## src/rtl/synth_div_pkg.sv

```systemverilog
package synth_div_pkg;
  localparam int M_W      = 9;
  localparam int N_W      = 2;
  localparam int T_W      = 3;
  localparam int REF_LOG2 = 3;
  localparam int SYNC_STAGES = 2;

  typedef enum logic [T_W-1:0] {
    TS_LOW   = 3'd0,
    TS_REF   = 3'd1,
    TS_MCNT  = 3'd2,
    TS_FDIV4 = 3'd3,
    TS_HIGH  = 3'd4,
    TS_FOUT  = 3'd5,
    TS_SCAN  = 3'd6,
    TS_HIGH2 = 3'd7
  } test_sel_e;
endpackage

```

## src/rtl/sync_rise.sv

```systemverilog
module sync_rise #(
  parameter int STAGES = 2
) (
  input  logic clk_i,
  input  logic rst_ni,
  input  logic d_i,
  output logic lvl_o,
  output logic rise_o
);
  logic [STAGES-1:0] sq;
  logic              prev_q;

  always_ff @(posedge clk_i or negedge rst_ni) begin
    if (!rst_ni) begin
      sq     <= '0;
      prev_q <= 1'b0;
    end else begin
      sq[0] <= d_i;
      for (int i = 1; i < STAGES; i++) sq[i] <= sq[i-1];
      prev_q <= sq[STAGES-1];
    end
  end

  assign lvl_o  = sq[STAGES-1];
  assign rise_o = sq[STAGES-1] & ~prev_q;
endmodule

```

## src/rtl/pow2_prescaler.sv

```systemverilog
module pow2_prescaler #(
  parameter int W = 3
) (
  input  logic         clk_i,
  input  logic         rst_ni,
  input  logic         en_i,
  output logic [W-1:0] cnt_o
);
  always_ff @(posedge clk_i or negedge rst_ni) begin
    if (!rst_ni)   cnt_o <= '0;
    else if (en_i) cnt_o <= cnt_o + 1'b1;
  end
endmodule

```

## src/rtl/loop_counter.sv

```systemverilog
module loop_counter #(
  parameter int M_W = 9
) (
  input  logic           clk_i,
  input  logic           rst_ni,
  input  logic           en_i,
  input  logic [M_W-1:0] m_i,
  output logic           tc_o
);
  logic [M_W-1:0] cnt_q;
  logic [M_W-1:0] last;

  assign last = m_i - 1'b1;

  always_ff @(posedge clk_i or negedge rst_ni) begin
    if (!rst_ni) begin
      cnt_q <= '0;
      tc_o  <= 1'b0;
    end else if (m_i == '0) begin
      // illegal setting: park the counter
      cnt_q <= '0;
      tc_o  <= 1'b0;
    end else if (en_i) begin
      if (cnt_q >= last) begin
        cnt_q <= '0;
        tc_o  <= 1'b1;
      end else begin
        cnt_q <= cnt_q + 1'b1;
        tc_o  <= 1'b0;
      end
    end
  end
endmodule

```

## src/rtl/test_mux_reg.sv

```systemverilog
module test_mux_reg
  import synth_div_pkg::*;
(
  input  logic           clk_i,
  input  logic           rst_ni,
  input  logic           pload_ni,
  input  logic [T_W-1:0] sel_i,
  input  logic           ref_i,
  input  logic           mcnt_i,
  input  logic           fdiv4_i,
  input  logic           fout_i,
  output logic           test_o
);
  logic node;

  always_comb begin
    unique case (test_sel_e'(sel_i))
      TS_LOW:   node = 1'b0;
      TS_REF:   node = ref_i;
      TS_MCNT:  node = mcnt_i;
      TS_FDIV4: node = fdiv4_i;
      TS_HIGH:  node = 1'b1;
      TS_FOUT:  node = fout_i;
      TS_SCAN:  node = mcnt_i;
      TS_HIGH2: node = 1'b1;
      default:  node = 1'b0;
    endcase
  end

  always_ff @(posedge clk_i or negedge rst_ni) begin
    if (!rst_ni)        test_o <= 1'b0;
    else if (!pload_ni) test_o <= sel_i[T_W-1];
    else                test_o <= node;
  end
endmodule

```

## src/rtl/synth_div_chain.sv

```systemverilog
module synth_div_chain
  import synth_div_pkg::*;
(
  input  logic           clk_i,
  input  logic           rst_ni,
  input  logic           xtal_i,
  input  logic           vco_i,
  input  logic           sclk_i,
  input  logic           pload_ni,
  input  logic [M_W-1:0] m_i,
  input  logic [N_W-1:0] n_i,
  input  logic [T_W-1:0] t_i,
  output logic           ref_o,
  output logic           mcnt_o,
  output logic           fout_o,
  output logic           test_o
);
  localparam int OUT_W  = (1 << N_W) - 1;
  localparam int N_TAPS = OUT_W + 1;

  logic xtal_lvl, xtal_rise;
  logic vco_lvl,  vco_rise;
  logic sclk_lvl, sclk_rise;
  logic scan_mode, src_lvl, src_rise;
  logic [REF_LOG2-1:0] ref_cnt;
  logic [OUT_W-1:0]    out_cnt;
  logic [N_TAPS-1:0]   taps;
  logic                fout_q, fout_prev_q;
  logic [1:0]          f4_cnt;

  sync_rise #(.STAGES(SYNC_STAGES)) i_sync_xtal (
    .clk_i, .rst_ni, .d_i(xtal_i), .lvl_o(xtal_lvl), .rise_o(xtal_rise));
  sync_rise #(.STAGES(SYNC_STAGES)) i_sync_vco (
    .clk_i, .rst_ni, .d_i(vco_i), .lvl_o(vco_lvl), .rise_o(vco_rise));
  sync_rise #(.STAGES(SYNC_STAGES)) i_sync_sclk (
    .clk_i, .rst_ni, .d_i(sclk_i), .lvl_o(sclk_lvl), .rise_o(sclk_rise));

  // test code 110 steps the counters from the serial clock
  assign scan_mode = (t_i == TS_SCAN);
  assign src_lvl   = scan_mode ? sclk_lvl  : vco_lvl;
  assign src_rise  = scan_mode ? sclk_rise : vco_rise;

  pow2_prescaler #(.W(REF_LOG2)) i_ref_div (
    .clk_i, .rst_ni, .en_i(xtal_rise), .cnt_o(ref_cnt));
  assign ref_o = ref_cnt[REF_LOG2-1];

  loop_counter #(.M_W(M_W)) i_loop_cnt (
    .clk_i, .rst_ni, .en_i(src_rise), .m_i(m_i), .tc_o(mcnt_o));

  pow2_prescaler #(.W(OUT_W)) i_out_div (
    .clk_i, .rst_ni, .en_i(src_rise), .cnt_o(out_cnt));

  // tap 0 passes the source, tap k is the source divided by 2^k
  assign taps = {out_cnt, src_lvl};

  always_ff @(posedge clk_i or negedge rst_ni) begin
    if (!rst_ni) begin
      fout_q      <= 1'b0;
      fout_prev_q <= 1'b0;
    end else begin
      fout_q      <= taps[n_i];
      fout_prev_q <= fout_q;
    end
  end
  assign fout_o = fout_q;

  pow2_prescaler #(.W(2)) i_fdiv4 (
    .clk_i, .rst_ni, .en_i(fout_q & ~fout_prev_q), .cnt_o(f4_cnt));

  test_mux_reg i_test (
    .clk_i, .rst_ni, .pload_ni, .sel_i(t_i),
    .ref_i(ref_o), .mcnt_i(mcnt_o), .fdiv4_i(f4_cnt[1]), .fout_i(fout_q),
    .test_o(test_o));
endmodule

```

## config.mk

```make
export PLATFORM = sky130hd
export DESIGN_NAME = synth_div_chain
export DESIGN_NICKNAME = d
export VERILOG_FILES = /design/src/rtl/synth_div_pkg.sv /design/src/rtl/sync_rise.sv /design/src/rtl/pow2_prescaler.sv /design/src/rtl/loop_counter.sv /design/src/rtl/test_mux_reg.sv /design/src/rtl/synth_div_chain.sv
export SDC_FILE = /design/constraint.sdc
export NUM_CORES = 1
export LEC_CHECK = 0
export ABC_AREA = 0
export BUFFER_PORTS_ARGS = -buffer_cell sky130_fd_sc_hd__buf_2
export CORE_ASPECT_RATIO = 1.75
export CORE_UTILIZATION = 60
export CTS_CLUSTER_SIZE = 8
export DETAILED_ROUTE_END_ITERATION = 8
export PLACE_DENSITY = 0.92
export SLEW_MARGIN = 30
export SYNTH_ARGS = -nofsm -noshare
export SYNTH_HDL_FRONTEND = slang
export SYNTH_SLANG_ARGS = --single-unit
```

## constraint.sdc

```tcl
create_clock -name clk_i -period 3.6 [get_ports clk_i]
set_input_delay 0.72 -clock clk_i [delete_from_list [all_inputs] [get_ports clk_i]]
set_output_delay 0.72 -clock clk_i [all_outputs]
set_load 0.05 [all_outputs]
```

==> out/metrics.cfg <==
[timing]
period_needed_ns = 3.20
tightestPinTransition_ns = 0.628
final_critical_path_setup_slack_ns = 0.398
slew_headroom_pct = 58.1
clock_skew_ns = 0.00571
fmax_mhz = 312
period_share_pct = 89.0
setup_viol = 0
grt_setup_unrepaired = no
hold_viol_final = 0
tns_ns = 0
slew_violations = 0

[critical_path]
cp.arrival_ns = 3.41
crit_path_end_kind = flip-flop
critPathKind = input port to flip-flop
critPathMaxStageDelay_ns = 0.41
cp.required_ns = 3.81
crit_slowest_cell = a221oi_4
start_kind = input port
worstPathMaxFanout = 7
path_cells = buf_2 > nor3_1 > nand3b_1 > or3_1 > xor2_1 > ha_1 > and3_4 > a221oi_4 > and2_0 > nand3_1 > a21oi_1

[floorplanning]
die_h_um = 71.3
start_util_pct = 64.5
core-area_um2 = 2550
dieWidth_um = 41.6
pin_count = 24
rows = 24
die_area_um2 = 2970

[power_and_ir_drop]
pwr-share-comb_pct = 29.6
power_frac_clock_pct = 25.4
intPower_uw = 723
switching_share_pct = 35.3
p_leak_uw = 0.000872
peakVddDrop_v = 0.000518
power.switching_uw = 394
power_density_nw_per_um2 = 594
p_seq_share_pct = 45.0

[yosys]
synth-compound-area-share_pct = 9.42
ys_ff_latch = 30
synthXorXnorAreaFrac_pct = 6.91
synth_cells = 158
synth_area_um2 = 1650
synth-async-reset-ratio_pct = 100
synthSimpleGateAreaFrac_pct = 21.3
syn_avg_cell_area_um2 = 10.4
synth_seq_area_share_pct = 45.6
synth_fp_nets = 191
synth_cell_type_count = 35
synth_top_family_by_area = simple AND/OR/NAND/NOR gates
yosysWarnings = 0
synth_fa_ha_area_share_pct = 9.88
synth_edf_count = 0
synth_mux_area_share_pct = 4.64
synth_ff_type = dfrtp_1

[global_route]
grt_pass1_vias = 1343
gr-usage-met1_pct = 28.0
grt_overflow = 0
use_met2_pct = 44.6
grt_usage_pct = 25.6
grt_max_degree = 31
antenna_found_initial = 0
grt.busiest_layer = met2
grt_pass1_wl_um = 5780
gr-usage-met3_pct = 5.54

[routing]
detail_route.first_pass.iterations = 4
wl_per_cell_um = 15.6
post-route-drc-count = 0
drt-initial-drc-count = 51
vias = 1300
totalWireLength_um = 3340
via_per_inst = 6.07
ant_nets = 0

[clock_network]
clock_latency_ns = 0.28
cts_sinks = 30
root_buffer = clkbuf_8
htree_levels = 2
clockBufferDepth = 2
post-cts-setup-buffer-count = 0
cts_tree = done
postCtsResizedCells = 0
hold_buffers = 0
clk_pin_slew_ns = 0.06
cts_made_buffers = 5

[outcome]
status = finished clean

[layout]
area_growth_pct = 14.3
drive_gt1_share_pct = 22.3
nNetsFinal = 220
antennaDiodeCount = 0

[place]
routabilityCongestion = 0.874
preCtsSetupSlack_ns = 0.137
port_buffers = 23
place_hpwl_um = 2590

[run]
cap_violations = 0

[hold_path]
hold_path_class = flip-flop to flip-flop

[stage by stage]
stage               total power, uW  utilization, %  area [um2]  std cells  hold slack (ns)
finish                         1120            73.7        1880        214            0.348
global route                   1190            73.7        1880        214            0.352
CTS                            1120            73.7        1880        214            0.350
detailed placement              842            70.0        1790        206            0.336
global placement                813            70.0        1790        206            0.333
floorplan                       741               -        1650        158            0.331
[layout by cell type, fill, tap and decap left out, drive strengths merged, types with 2 or more instances in the layout]
master / instances
nor2: 9
nand2b: 3
inv: 4
nand3: 9
nand2: 15
and3: 6
o21ai: 6
nor2b: 4
nor3: 4
a22oi: 2
clkbuf: 6
ha: 13
nor4: 2
mux2i: 2
xnor2: 8
nand4: 4
a31oi: 3
nand3b: 4
buf: 25
mux2: 3
dfrtp: 30
a21oi: 10
xor2: 5
[flip-flops by register name, indices dropped and copies added (netlist names)]
name	count
fout_prev_q	1
i_sync_xtal.sq	2
i_loop_cnt.tc_o	1
i_out_div.cnt_o	3
i_sync_vco.sq	2
i_fdiv4.cnt_o	2
i_loop_cnt.cnt_q	9
i_sync_sclk.prev_q	1
i_sync_xtal.prev_q	1
i_test.test_o	1
i_ref_div.cnt_o	3
fout_o	1
i_sync_sclk.sq	2
i_sync_vco.prev_q	1
[final timing paths]
check / cells after the start / start / slack, ns / endpoint
worst max-delay path: 11 / m_i[2] / 0.40 / i_loop_cnt.cnt_q[0]
worst min-delay path: 0 / i_sync_vco.sq[0] / 0.35 / i_sync_vco.sq[1]
worst max register to register: 6 / i_loop_cnt.cnt_q[8] / 1.55 / i_loop_cnt.cnt_q[0]
worst min register to register: 0 / i_sync_vco.sq[0] / 0.35 / i_sync_vco.sq[1]
max in group asynchronous: 1 / rst_ni / 2.74 / i_sync_sclk.sq[1]
min in group asynchronous: 1 / rst_ni / 0.45 / i_sync_xtal.prev_q
[cell families after synthesis]
kind of cell,Yosys count
multiplexers,6
buffers and inverters,7
AO/OA/AOI/OAI,24
adder cells (fa/ha/maj),13
flip-flops,30
XOR/XNOR,13
AND/OR/NAND/NOR,65
[synthesized netlist by cell type, drive strengths merged, types with 5 or more instances]
cell type | count | area share (%)
nand2 | 15 | 3.4
dfrtp | 30 | 46
o21ai | 6 | 1.8
a21oi | 10 | 3.0
nor2 | 9 | 2.2
nand3 | 9 | 2.7
xnor2 | 8 | 4.3
and3 | 6 | 2.6
xor2 | 5 | 2.7
ha | 13 | 9.9
[critical path: cells and delay by family]
kind	cells	cell delay (ns)
buf+inv	1	0.12
xor+xnor	1	0.16
simple gates	6	1.49
compound gates	2	0.58
fa+ha+maj	1	0.32
[routing by layer]
metal	wire length, um	up-vias	part of all wire (%)
li1	-	625	-
met1	1220	606	37
met2	1870	59	56
met3	160	10	4.8
met4	85	0	2.5
met5	0	-	0
[power by group through the flow]
stage,Sequential (uW),Clock (uW),Combinational [uW]
after detailed placement,509,0,333
final,503,283,331
after global routing,514,303,370
after floorplan,539,0,203
after global placement,499,0,314
after CTS,503,286,335
[layout make-up]
cell class	instances	area, um2
inverter	4	15.0
clock inverter	2	12.5
clock buffer	6	82.6
multi-input combinational	121	858
tap	26	32.5
fill	191	671
sequential	30	751
timing repair buffer	25	130
No activity file was read; power rests on OpenSTA's default activity.
